--- src/rtl/pgwin_pkg.sv ---
package pgwin_pkg;
  localparam logic [7:0] WIN_PAGE   = 8'hFD;
  localparam logic [7:0] IO_PAGE    = 8'hFC;
  localparam logic [7:0] LATCH_BASE = 8'hFF;  // latch k sits at IO_PAGE:(LATCH_BASE-k)
endpackage

--- src/rtl/pgwin_decode.sv ---
module pgwin_decode
  import pgwin_pkg::*;
#(
  parameter int NUM_LATCH = 3
) (
  input  logic                 cyc_i,
  input  logic                 rnw_i,
  input  logic [15:0]          addr_i,
  output logic                 win_hit_o,
  output logic [NUM_LATCH-1:0] latch_wr_o,
  output logic [NUM_LATCH-1:0] latch_rd_o
);
  logic io_page;
  assign io_page   = cyc_i && (addr_i[15:8] == IO_PAGE);
  assign win_hit_o = cyc_i && (addr_i[15:8] == WIN_PAGE);

  for (genvar k = 0; k < NUM_LATCH; k++) begin : g_lat
    localparam logic [7:0] OFF = LATCH_BASE - 8'(k);
    logic hit;
    assign hit           = io_page && (addr_i[7:0] == OFF);
    assign latch_wr_o[k] = hit && !rnw_i;
    assign latch_rd_o[k] = hit && rnw_i;
  end
endmodule

--- src/rtl/pgwin_latch_bank.sv ---
module pgwin_latch_bank #(
  parameter int NUM_LATCH = 3,
  localparam int LW = 8 * NUM_LATCH
) (
  input  logic                 clk_i,
  input  logic                 rst_ni,
  input  logic                 brk_i,
  input  logic [NUM_LATCH-1:0] wr_i,
  input  logic [7:0]           data_i,
  output logic [LW-1:0]        latches_o
);
  for (genvar k = 0; k < NUM_LATCH; k++) begin : g_reg
    logic [7:0] q;
    always_ff @(posedge clk_i or negedge rst_ni) begin
      if (!rst_ni)      q <= 8'h00;
      else if (brk_i)   q <= 8'h00;
      else if (wr_i[k]) q <= data_i;
    end
    assign latches_o[8*k +: 8] = q;
  end
endmodule

--- src/rtl/pgwin_region.sv ---
module pgwin_region #(
  parameter int          EXT_W     = 32,
  parameter int          RAM_AW    = 20,
  parameter int          PASS_AW   = 20,
  parameter bit          MATCH_EN  = 1'b0,
  parameter logic [3:0]  MATCH_NIB = 4'h1
) (
  input  logic [EXT_W-1:0]  ext_i,
  output logic              own_sel_o,
  output logic              pass_o,
  output logic [RAM_AW-1:0] ram_addr_o
);
  assign ram_addr_o = ext_i[RAM_AW-1:0];
  assign pass_o     = (ext_i[EXT_W-1:PASS_AW] == '0);

  if (MATCH_EN) begin : g_claim
    assign own_sel_o = (ext_i[EXT_W-1 -: 4] == MATCH_NIB);
  end else begin : g_alias
    assign own_sel_o = 1'b1;
  end
endmodule

--- src/rtl/pgwin_ctrl.sv ---
module pgwin_ctrl #(
  parameter int         NUM_LATCH   = 3,
  parameter int         RAM_AW      = 20,
  parameter int         PASS_AW     = 20,
  parameter bit         MATCH_EN    = 1'b0,
  parameter logic [3:0] MATCH_NIB   = 4'h1,
  parameter bit         READBACK_EN = 1'b0
) (
  input  logic              clk_i,
  input  logic              rst_ni,
  input  logic              brk_i,
  input  logic              cyc_i,
  input  logic              rnw_i,
  input  logic [15:0]       addr_i,
  input  logic [7:0]        data_i,
  output logic [7:0]        data_o,
  output logic              data_oe_o,
  output logic [RAM_AW-1:0] ram_addr_o,
  output logic [7:0]        ram_wdata_o,
  output logic              ram_we_o,
  input  logic [7:0]        ram_rdata_i,
  output logic              down_sel_o
);
  localparam int LW    = 8 * NUM_LATCH;
  localparam int EXT_W = LW + 8;

  logic                 win_hit, own_sel, pass, win_rd, lat_rd_any;
  logic [NUM_LATCH-1:0] lat_wr, lat_rd;
  logic [LW-1:0]        latches;
  logic [EXT_W-1:0]     ext;
  logic [7:0]           lat_q;

  pgwin_decode #(.NUM_LATCH(NUM_LATCH)) u_dec (
    .cyc_i, .rnw_i, .addr_i,
    .win_hit_o(win_hit), .latch_wr_o(lat_wr), .latch_rd_o(lat_rd)
  );

  pgwin_latch_bank #(.NUM_LATCH(NUM_LATCH)) u_lat (
    .clk_i, .rst_ni, .brk_i, .wr_i(lat_wr), .data_i, .latches_o(latches)
  );

  assign ext = {latches, addr_i[7:0]};

  pgwin_region #(
    .EXT_W(EXT_W), .RAM_AW(RAM_AW), .PASS_AW(PASS_AW),
    .MATCH_EN(MATCH_EN), .MATCH_NIB(MATCH_NIB)
  ) u_reg (
    .ext_i(ext), .own_sel_o(own_sel), .pass_o(pass), .ram_addr_o
  );

  always_comb begin
    lat_q = 8'h00;
    for (int k = 0; k < NUM_LATCH; k++)
      if (lat_rd[k]) lat_q = latches[8*k +: 8];
  end

  assign lat_rd_any  = READBACK_EN && (|lat_rd);
  assign win_rd      = win_hit && rnw_i && own_sel;
  assign data_oe_o   = win_rd || lat_rd_any;
  assign data_o      = win_rd ? ram_rdata_i : (lat_rd_any ? lat_q : 8'h00);
  assign ram_we_o    = win_hit && !rnw_i && own_sel;
  assign ram_wdata_o = data_i;
  assign down_sel_o  = win_hit && pass;
endmodule

--- config.mk ---
export PLATFORM = sky130hd
export DESIGN_NAME = pgwin_ctrl
export DESIGN_NICKNAME = d
export VERILOG_FILES = /design/src/rtl/pgwin_pkg.sv /design/src/rtl/pgwin_decode.sv /design/src/rtl/pgwin_latch_bank.sv /design/src/rtl/pgwin_region.sv /design/src/rtl/pgwin_ctrl.sv
export SDC_FILE = /design/constraint.sdc
export NUM_CORES = 1
export LEC_CHECK = 0
export BUFFER_PORTS_ARGS = -buffer_cell sky130_fd_sc_hd__buf_2
export CAP_MARGIN = 20
export CORE_UTILIZATION = 42
export DETAILED_ROUTE_END_ITERATION = 10
export MAX_ROUTING_LAYER = met4
export PLACE_DENSITY = 0.81
export SYNTH_ARGS = -nofsm -noshare
export SYNTH_HDL_FRONTEND = slang
export SYNTH_SLANG_ARGS = --single-unit
--- constraint.sdc ---
create_clock -name clk_i -period 1.9 [get_ports clk_i]
set_input_delay 0.095 -clock clk_i [delete_from_list [all_inputs] [get_ports clk_i]]
set_output_delay 0.095 -clock clk_i [all_outputs]
set_load 0.02 [all_outputs]
==> summary.md <==
| Metric | Value |
|---|---|
| Status | `completed` |
| Worst VDD drop | `0.223 mV` |
| Post-synth cell types | `16` |
| Post-route ant nets | `0` |
| Biggest register | `u_lat.g.q` |
| Diodes inserted | `0` |
| Post-route insts no fill | `233` |
| Setup WS pre-CTS | `0.538 ns` |
| PwrDens | `527 nW/um^2` |
| Crit Path Max Fanout | `2` |
| Routed WL per cell | `12.5 um` |
| Worst Setup End Kind | `primary output` |
| Peak Freq | `631 MHz` |
| Yosys warns | `0` |
| Nets | `225` |
| Chip width | `61.1 um` |
| Min-delay worst type | `input pin to flop` |
| Final setup viols | `0` |
| Largest registers | `u_lat.g.q: 24 flops` |
| Tcrit/Tclk final | `0.835` |
| Syn_nets | `176` |
| Worst Setup Start Kind | `flop` |
| Area of the die | `3730 um^2` |
| CTS root buf | `clkbuf_4` |
| Share of layout cells above drive strength 1 | `0.444` |
| Final slew viol count | `0` |
| RSZ-0062 raised after global routing | `false` |
| Max reg flops | `24` |
| Placed instance count | `228` |
| Final global-route overflow total | `0` |
| GRT Total Usage | `0.172` |
| H-tree levels | `1` |
| Synthesized flop and latch total | `24` |
| Initial detailed-routing violation count | `44` |
| CTS sink cnt | `24` |
| Synth Area per Inst | `10.5 um^2` |
| Worst slew pin tran | `0.509 ns` |
| Synth top area share | `0.410` |
| CTS tree | `yes` |
| Vert. Die Dim | `61.1 um` |
| Critical path required time | `1.80 ns` |
| Vias in the first global route | `1059` |
| DR vias | `1110` |
| Worst skew pair latency | `0.31 ns` |
| I/O Buffers | `75` |
| I/O pin count | `76` |
| Syn Inst Count | `139` |
| Row count | `21` |
| Critical path class | `flop to primary output` |
| Multi-input gate area | `609 um^2` |
| Final hold viol count | `0` |
| Post-Syn Area | `1470 um^2` |
| TNS Setup | `0 ns` |
| Sequential share of the synthesized area | `0.410` |
| Leading cell types in the layout, fill and taps excluded | `buf_2 (75), nand2b_1 (32), mux2i_1 (24), dfrtp_1 (24), and2_1 (8)` |
| FF+latch area | `601 um^2` |
| Max-cap violation count | `0` |
| Drt via density | `4.76` |
| Commonest non-fill, non-tap cell in the layout | `buf_2` |
| Area grow syn2layout | `16.6%` |
| First-pass GRT wire length | `4500 um` |
| Starting density of the core | `0.439` |
| TritonCTS buffer count | `3` |
| Leakage power | `1.01 nW` |
| Core area | `3340 um^2` |
| Leading area contributor after synthesis | `dfrtp_1` |
| Initial antenna violation count | `0` |
| Final min period | `1.59 ns` |
| Finished Core Util | `0.512` |
| Post-route setup slack | `0.314 ns` |
| CTS Buffer Depth | `2` |
| Relative slew slack | `0.661` |
| DRC violations left | `0` |
| Placer Congestion | `0.772` |
| Drt pass-1 iters | `4` |
| Largest net degree at the start of global routing | `33` |
| Worst EP arrival | `1.49 ns` |
| Post-CTS setup buffer count | `0` |
| Final wirelength | `2910 um` |
| # fillers | `329` |
| Reg clk slew, reported paths | `0.13 ns` |
| Hpwl dp | `2320 um` |
| Clk_skew | `0 ns` |
| Largest cells by area after synthesis | `dfrtp_1 (41%), mux2i_1 (16%), buf_4 (15%), nand2b_1 (14%), and2_1 (3.4%)` |
==> where the power goes <==
group / internal, W / switching [W]
Sequential: 0.000511 / 0.00000000112
Combinational: 0.0000544 / 0.0000683
Clock: 0.000117 / 0.000149
Total: 0.000682 / 0.000217
==> through the flow <==
| step | cell area (um^2) | power, W | hold slack (ns) |
|---|---|---|---|
| after global routing | 1710 | 0.000943 | 0.0988 |
| after CTS | 1710 | 0.000912 | 0.0958 |
| final | 1710 | 0.000900 | 0.0909 |
| after floorplan | 1470 | 0.000596 | -0.201 |
| after global placement | 1660 | 0.000644 | 0.102 |
| after detailed placement | 1660 | 0.000644 | 0.100 |
==> worst max-delay path, stage by stage (launching register included) <==
cell and delay, ns:
dfrtp_1 0.41, nor4_1 0.34, nand3_1 0.15, nor2_1 0.10, buf_2 0.17
==> synth_stat cells (all sizes together) <==
library cell / count
nor4: 3
buf: 31
nand2b: 32
inv: 1
dfrtp: 24
and4: 2
and3: 1
and2: 8
nor2: 3
nand3: 2
mux2i: 24
clkbuf: 3
and4b: 3
nand4b: 2
==> cell families after synthesis <==
family / count (synthesis) / share of synthesized area
buffers and inverters: 35 / 0.174
DFF: 24 / 0.410
muxes: 24 / 0.164
and+or+nand+nor: 56 / 0.252
==> metal layers <==
| metal | global-route usage | part of all wire | up-vias | wire length [um] |
|---|---|---|---|---|
| li1 | - | - | 536 | - |
| met1 | 0.184 | 0.38 | 510 | 1120 |
| met2 | 0.328 | 0.53 | 61 | 1550 |
| met3 | 0.0168 | 0.067 | 3 | 195 |
| met4 | 0.0584 | 0.015 | 0 | 44 |
| met5 | - | 0 | - | 0 |
==> path summary, 6_finish.rpt <==
path                                                 start  slack (ns)                         endpoint  cells after the start
min in group asynchronous                           rst_ni        0.26  u_lat.g_reg[2].q[4]$_DFFE_PN0P_                      2
max reg2reg                u_lat.g_reg[1].q[5]$_DFFE_PN0P_        1.23  u_lat.g_reg[1].q[5]$_DFFE_PN0P_                      2
min reg2reg                u_lat.g_reg[0].q[0]$_DFFE_PN0P_        0.55  u_lat.g_reg[0].q[0]$_DFFE_PN0P_                      2
max                        u_lat.g_reg[1].q[5]$_DFFE_PN0P_        0.31                       down_sel_o                      4
min                                              data_i[4]        0.09  u_lat.g_reg[1].q[4]$_DFFE_PN0P_                      3
max in group asynchronous                           rst_ni        1.30  u_lat.g_reg[2].q[5]$_DFFE_PN0P_                      2
==> final cells by class <==
class / count / share of cell area
sequential: 24 / 0.352
multi-input combinational: 80 / 0.357
inverter: 1 / 0.00220
timing repair buffer: 78 / 0.234
tap: 46 / 0.0337
clock buffer: 4 / 0.0212
==> repair_timing <==
item | CTS | global route
endpoints found under the hold margin | 24 | 0
endpoints found under the setup margin | 0 | 0
resized for setup | 0 | 0
hold buffers | 1 | 0
Power figures use the tool's default switching activity.
